### src/rtl/tap_fsm_pkg.sv
// Shared state encoding for the test-access-port controller.
// Assumes a 4-bit code; the data path uses codes 2..8, instruction path 9..15.
package tap_fsm_pkg;
    localparam int STATE_W   = 4;
    localparam int ONES_TO_RESET = 5;
    localparam int ONES_W    = $clog2(ONES_TO_RESET + 1);

    typedef enum logic [STATE_W-1:0] {
        ST_RESET  = 4'd0,
        ST_IDLE   = 4'd1,
        ST_SEL_DR = 4'd2,
        ST_CAP_DR = 4'd3,
        ST_SH_DR  = 4'd4,
        ST_EX1_DR = 4'd5,
        ST_PA_DR  = 4'd6,
        ST_EX2_DR = 4'd7,
        ST_UPD_DR = 4'd8,
        ST_SEL_IR = 4'd9,
        ST_CAP_IR = 4'd10,
        ST_SH_IR  = 4'd11,
        ST_EX1_IR = 4'd12,
        ST_PA_IR  = 4'd13,
        ST_EX2_IR = 4'd14,
        ST_UPD_IR = 4'd15
    } tap_state_t;
endpackage

### src/rtl/tap_fsm_next.sv
// Next-state function of the controller. Purely combinational.
// Assumes the caller registers the result on the rising test-clock edge.
module tap_fsm_next
    import tap_fsm_pkg::*;
(
    input  tap_state_t cur_i,
    input  logic       tms_i,
    output tap_state_t nxt_o
);
    // Transition table: one case per state, tms selects the branch.
    always_comb begin
        nxt_o = ST_RESET;
        unique case (cur_i)
            ST_RESET:  nxt_o = tms_i ? ST_RESET  : ST_IDLE;
            ST_IDLE:   nxt_o = tms_i ? ST_SEL_DR : ST_IDLE;
            ST_SEL_DR: nxt_o = tms_i ? ST_SEL_IR : ST_CAP_DR;
            ST_CAP_DR: nxt_o = tms_i ? ST_EX1_DR : ST_SH_DR;
            ST_SH_DR:  nxt_o = tms_i ? ST_EX1_DR : ST_SH_DR;
            ST_EX1_DR: nxt_o = tms_i ? ST_UPD_DR : ST_PA_DR;
            ST_PA_DR:  nxt_o = tms_i ? ST_EX2_DR : ST_PA_DR;
            ST_EX2_DR: nxt_o = tms_i ? ST_UPD_DR : ST_SH_DR;
            ST_UPD_DR: nxt_o = tms_i ? ST_SEL_DR : ST_IDLE;
            ST_SEL_IR: nxt_o = tms_i ? ST_RESET  : ST_CAP_IR;
            ST_CAP_IR: nxt_o = tms_i ? ST_EX1_IR : ST_SH_IR;
            ST_SH_IR:  nxt_o = tms_i ? ST_EX1_IR : ST_SH_IR;
            ST_EX1_IR: nxt_o = tms_i ? ST_UPD_IR : ST_PA_IR;
            ST_PA_IR:  nxt_o = tms_i ? ST_EX2_IR : ST_PA_IR;
            ST_EX2_IR: nxt_o = tms_i ? ST_UPD_IR : ST_SH_IR;
            ST_UPD_IR: nxt_o = tms_i ? ST_SEL_IR : ST_IDLE;
            default:   nxt_o = ST_RESET;
        endcase
    end
endmodule

### src/rtl/tap_fsm_outs.sv
// Output decode of the controller.
// Registers the serial-output enable, shift selects and internal reset on the
// falling test-clock edge. Capture/shift and update enables are combinational
// from the state, for rising- and falling-edge sampling respectively.
// Assumes trst_n is synchronous to tck.
module tap_fsm_outs
    import tap_fsm_pkg::*;
#(
    parameter int NEG_N = 4
)(
    input  logic       tck,
    input  logic       trst_n,
    input  tap_state_t st_i,
    output logic       rst_n_o,
    output logic       tdo_en_o,
    output logic       shift_ir_o,
    output logic       shift_dr_o,
    output logic       sel_ir_o,
    output logic       clk_ir_en_o,
    output logic       clk_dr_en_o,
    output logic       upd_ir_en_o,
    output logic       upd_dr_en_o
);
    logic [NEG_N-1:0] neg_d;
    logic [NEG_N-1:0] neg_q;

    // Decode of the falling-edge registered group: {rst_n, tdo_en, sh_ir, sh_dr}.
    always_comb begin
        neg_d = '0;
        neg_d[3] = (st_i != ST_RESET);
        neg_d[2] = (st_i == ST_SH_IR) || (st_i == ST_SH_DR);
        neg_d[1] = (st_i == ST_SH_IR);
        neg_d[0] = (st_i == ST_SH_DR);
    end

    // One falling-edge flop per registered output, cleared during reset.
    for (genvar g = 0; g < NEG_N; g++) begin : g_neg
        always_ff @(negedge tck) begin
            if (!trst_n) neg_q[g] <= 1'b0;
            else         neg_q[g] <= neg_d[g];
        end
    end

    assign rst_n_o    = neg_q[3];
    assign tdo_en_o   = neg_q[2];
    assign shift_ir_o = neg_q[1];
    assign shift_dr_o = neg_q[0];

    // Path select and the clock-enable strobes decoded straight from the state.
    always_comb begin
        sel_ir_o    = (st_i == ST_RESET) || (st_i == ST_IDLE) || (st_i >= ST_SEL_IR);
        clk_ir_en_o = (st_i == ST_CAP_IR) || (st_i == ST_SH_IR);
        clk_dr_en_o = (st_i == ST_CAP_DR) || (st_i == ST_SH_DR);
        upd_ir_en_o = (st_i == ST_UPD_IR);
        upd_dr_en_o = (st_i == ST_UPD_DR);
    end

    // shift-state selects and output enable are in place by the next rising edge.
    p_shift_dr_r6: assert property (@(posedge tck) disable iff (!trst_n)
        (st_i == ST_SH_DR) |-> (shift_dr_o && tdo_en_o && !shift_ir_o));
    p_shift_ir_r6: assert property (@(posedge tck) disable iff (!trst_n)
        (st_i == ST_SH_IR) |-> (shift_ir_o && tdo_en_o && !shift_dr_o));
    // internal reset is asserted while the machine sits in reset.
    p_rst_low_r7: assert property (@(posedge tck) disable iff (!trst_n)
        (st_i == ST_RESET) |-> !rst_n_o);
endmodule

### src/rtl/tap_fsm_ctrl.sv
// Top of the test-access-port controller: state register plus next-state and
// output decode. Single tck domain, synchronous active-low reset, no gated clocks.
module tap_fsm_ctrl
    import tap_fsm_pkg::*;
(
    input  logic               tck,
    input  logic               trst_n,
    input  logic               tms,
    output logic [STATE_W-1:0] state_o,
    output logic               rst_o_n,
    output logic               sel_ir_o,
    output logic               tdo_en_o,
    output logic               shift_ir_o,
    output logic               shift_dr_o,
    output logic               clk_ir_en_o,
    output logic               clk_dr_en_o,
    output logic               upd_ir_en_o,
    output logic               upd_dr_en_o
);
    tap_state_t st_q;
    tap_state_t st_d;

    tap_fsm_next u_next (
        .cur_i (st_q),
        .tms_i (tms),
        .nxt_o (st_d)
    );

    // State register, advanced on the rising edge.
    always_ff @(posedge tck) begin
        if (!trst_n) st_q <= ST_RESET;
        else         st_q <= st_d;
    end

    tap_fsm_outs #(.NEG_N(4)) u_outs (
        .tck         (tck),
        .trst_n      (trst_n),
        .st_i        (st_q),
        .rst_n_o     (rst_o_n),
        .tdo_en_o    (tdo_en_o),
        .shift_ir_o  (shift_ir_o),
        .shift_dr_o  (shift_dr_o),
        .sel_ir_o    (sel_ir_o),
        .clk_ir_en_o (clk_ir_en_o),
        .clk_dr_en_o (clk_dr_en_o),
        .upd_ir_en_o (upd_ir_en_o),
        .upd_dr_en_o (upd_dr_en_o)
    );

    assign state_o = st_q;

    // Checker counter: consecutive tms=1 edges, saturating at the reset limit.
    logic [ONES_W-1:0] ones_q;
    always_ff @(posedge tck) begin
        if (!trst_n)                                    ones_q <= '0;
        else if (!tms)                                  ones_q <= '0;
        else if (ones_q != ONES_W'(ONES_TO_RESET))      ones_q <= ones_q + 1'b1;
    end

    // reset forces the reset state.
    p_trst_r1: assert property (@(posedge tck)
        (trst_n === 1'b0) |=> (st_q == ST_RESET));
    // reset is held while tms stays high.
    p_hold_reset_r2: assert property (@(posedge tck) disable iff (!trst_n)
        (st_q == ST_RESET && tms) |=> (st_q == ST_RESET));
    // update-DR with tms low returns to idle.
    p_upd_idle_r3: assert property (@(posedge tck) disable iff (!trst_n)
        (st_q == ST_UPD_DR && !tms) |=> (st_q == ST_IDLE));
    // select-IR with tms high escapes to reset.
    p_selir_escape_r4: assert property (@(posedge tck) disable iff (!trst_n)
        (st_q == ST_SEL_IR && tms) |=> (st_q == ST_RESET));
    // after the reset limit of consecutive ones the machine is in reset.
    p_ones_reach_r5: assert property (@(posedge tck) disable iff (!trst_n)
        (ones_q == ONES_W'(ONES_TO_RESET)) |-> (st_q == ST_RESET));
endmodule

### config.mk
export PLATFORM = sky130hd
export DESIGN_NAME = tap_fsm_ctrl
export DESIGN_NICKNAME = d
export VERILOG_FILES = /design/src/rtl/tap_fsm_pkg.sv /design/src/rtl/tap_fsm_next.sv /design/src/rtl/tap_fsm_outs.sv /design/src/rtl/tap_fsm_ctrl.sv
export SDC_FILE = /design/constraint.sdc
export NUM_CORES = 1
export LEC_CHECK = 0
export ABC_AREA = 1
export BUFFER_PORTS_ARGS = -buffer_cell sky130_fd_sc_hd__buf_2
export CAP_MARGIN = 20
export CELL_PAD_IN_SITES_DETAIL_PLACEMENT = 0
export CELL_PAD_IN_SITES_GLOBAL_PLACEMENT = 2
export CORE_UTILIZATION = 23
export CTS_BUF_LIST = sky130_fd_sc_hd__clkbuf_8
export DETAILED_ROUTE_END_ITERATION = 7
export PLACE_DENSITY = 0.78
export SETUP_SLACK_MARGIN = 0.15
export SYNTH_ARGS = -nofsm -noshare
export SYNTH_HDL_FRONTEND = slang
export SYNTH_SLANG_ARGS = --single-unit
### constraint.sdc
create_clock -name tck -period 0.95 [get_ports tck]
set_input_delay 0.0475 -clock tck [delete_from_list [all_inputs] [get_ports tck]]
set_output_delay 0.0475 -clock tck [all_outputs]
set_load 0.01 [all_outputs]
==> summary.md <==
| Metric | Value |
|---|---|
| CP Launch Point | state_o[3]$_SDFF_PN0_ |
| VDD IR-drop max | 0.816 mV |
| Sequential share of the synthesized area | 31.7% |
| Post-synthesis net count | 86 |
| Multi-input logic area | 389 um^2 |
| Pin count of the biggest net entering global routing | 8 |
| Setup Viol. Count Final | 19 |
| Clock Tree Buf Depth | 2 |
| Util after Layout | 53.7% |
| DRC violations left | 0 |
| Share of post-route cells with drive strength above 1 | 66.4% |
| Top FF cell, synth | dfxtp_1 |
| Post-route setup slack | -318 ps |
| Slew Limit Headroom | 84.1% |
| Post-synthesis compound-gate area fraction | 10.1% |
| Area post-placement | 766 um^2 |
| Final hold vios | 0 |
| EDFF count, synth | 0 |
| Worst Hold Launch | trst_n |
| NumNets Final | 132 |
| RSZ-0062 raised after global routing | yes |
| Fmax | 0.792 GHz |
| Clk_skew | 75.2 ps |
| Failing checks | setup timing |
| Maximum level of the CTS H-tree | 1 |
| HP Class | input pin to flop |
| GR Overflow Total | 0 |
| Root buffer cell | clkbuf_8 |
| Clock-pin slew on the worst setup and hold paths | 50 ps |
| Core Box Area | 0.00202 mm^2 |
| Top cells by area, synth | dfxtp_1, nand2_1, nor2_1 |
| Mapped cell area | 505 um^2 |
| Outcome | complete, but fails checks |
| Fill count | 194 |
| Starting density of the core | 25.0% |
| Cell with the most instances after synthesis | nand2_1 |
| Synth top area share | 31.7% |
| Fin area | 0.00109 mm^2 |
| Number of vias per cell | 4.54 |
| Power density cells | 1020 mW/mm^2 |
| Synth warn | 0 |
| WL/cell | 11.2 um |
| Mean post-synth cell area | 6.09 um^2 |
| Adder-Cell Fraction of Synth Area | 0% |
| All-layer global routing usage | 14.9% |
| Post-Synth Simple-Gate Area | 44.8% |
| Ant diodes | 0 |
| Worst-Margin Slew | 238 ps |
| Register area | 180 um^2 |
| Crit path DAT | 1020 ps |
| Minimum clock period | 1270 ps |
| Post-synthesis xor/xnor area fraction | 0% |
| RR Startpoint | state_o[3]$_SDFF_PN0_ |
| CP required | 700 ps |
| Post-synthesis mux area share | 0% |
| Netlist cell types | 15 |
| ANT nets after route | 0 |
| Leading area contributor after synthesis | dfxtp_1 |
| Kind of critical path | flop to flop |
| Area Overhead vs Synth | 115% |
| CTS buffer count | 3 |
| Number of synthesized register bits | 8 |
| Die area | 0.00239 mm^2 |
| Drt pass-1 iters | 4 |
| Post-CTS Hold Buffers | 0 |
| Worst-Skew Late Latency | 300 ps |
| Vias in the first global route | 654 |
| Fin crit share | 133% |
| Final Max Tran Viols | 0 |
| Post-DP HPWL | 1.24 mm |
| Cells after Synth | 83 |
| Lkg Pwr | 0.575 nW |
| FFs w/ async S/R, synth | 0% |
| Crit end category | flop |
| DRT Wirelength | 1.73 mm |
| Vias | 703 |
| Main combinational cell family by area after synthesis | simple AND/OR/NAND/NOR gates |
| Maxcap violations | 0 |
| Startpoint type of the worst setup path | flop |
| Antenna violations before repair | 0 |
| Top post-synthesis cells by count | nand2_1, nor2_1, nand3_1, dfxtp_1 |
| Num ports | 16 |
| Rows | 16 |
| Die width | 48.9 um |
| # port buffers | 15 |
| First-pass GRT wire length | 2.70 mm |
| Chip height | 48.9 um |
| CTS tree | done |
| CP max FO | 4 |
| Initial DRC Count | 12 |
| TritonCTS Sinks | 8 |
| Gpl congestion | 0.781 |
## layout by cell type (no fill, tap or decap), types with 4 or more instances in the layout
cell type,n
nand2_4,5
nor2_1,8
buf_4,15
dfxtp_2,4
nand3_1,6
buf_2,6
inv_1,7
nand2_1,14
nor2_4,5
buf_6,19
a21oi_1,4
inv_2,5
inv_4,4
dfxtp_4,4
nor2_2,6
## final cells by class
type	count	share of cell area (%)
Clock buffer	3	3.80
Clock inverter	5	1.73
Inverter	11	4.72
Multi-Input combinational cell	60	35.8
Sequential cell	8	16.6
Tap cell	27	3.11
Timing Repair Buffer	41	34.2
## critical path: stages (launching register included)
cell and delay [ps]:
dfxtp_4 360, buf_6 120, nor2_4 110, nand2_4 80, a21oi_2 120
## final timing paths
| check | endpoint | slack (ps) | cells after the start |
|---|---|---|---|
| min | state_o[0]$_SDFF_PN0_ | 70 | 3 |
| max reg2reg | u_outs.tdo_en_o$_SDFF_NN0_ | -320 | 4 |
| max | u_outs.tdo_en_o$_SDFF_NN0_ | -320 | 4 |
| min reg2reg | state_o[2]$_SDFF_PN0_ | 680 | 5 |
## metal layers
metal,global-route usage [%],routed length (um),vias to the layer above
met4,5.39,0,0
met2,25.9,932,15
met3,2.80,65,0
li1,-,-,352
met5,0,0,-
met1,18.1,731,336
## report_power, final
part	leakage (nW)	total (W)	internal [W]	switching, W
clock network	0.0482	0.000490	0.000304	0.000186
logic	0.456	0.000252	0.000119	0.000133
registers	0.0699	0.000364	0.000347	0.0000174
## flip-flops by register name, summed over array words and instances, names as in the netlist
| register | cells |
|---|---|
| state_o | 4 |
| u_outs.tdo_en_o | 1 |
| u_outs.rst_n_o | 1 |
| u_outs.shift_ir_o | 1 |
| u_outs.shift_dr_o | 1 |
## repair_timing
item,4_1_cts,5_1_grt
gates resized for setup,41,11
buffers inserted,5,2
cloned,0,0
endpoints found under the setup margin,21,21
pin swaps,13,8
## per-stage QoR
stage	hold slack [ps]	std cells	TNS, ps	power (W)	setup slack [ps]
after global placement	308	141	-2360	0.000594	-306
final	68.7	155	-4590	0.00111	-318
after CTS	70.7	153	-4590	0.00109	-329
after global routing	88.8	155	-5510	0.00119	-355
after detailed placement	307	141	-2460	0.000593	-348
after floorplan	183	83	-1720	0.000516	-390
## logic make-up after synthesis
kind of cell | after synthesis
AO/OA/AOI/OAI | 9
buffers and inverters | 15
flip-flops | 8
AND/OR/NAND/NOR | 51
Note: power is estimated with default switching activity, not from simulation.
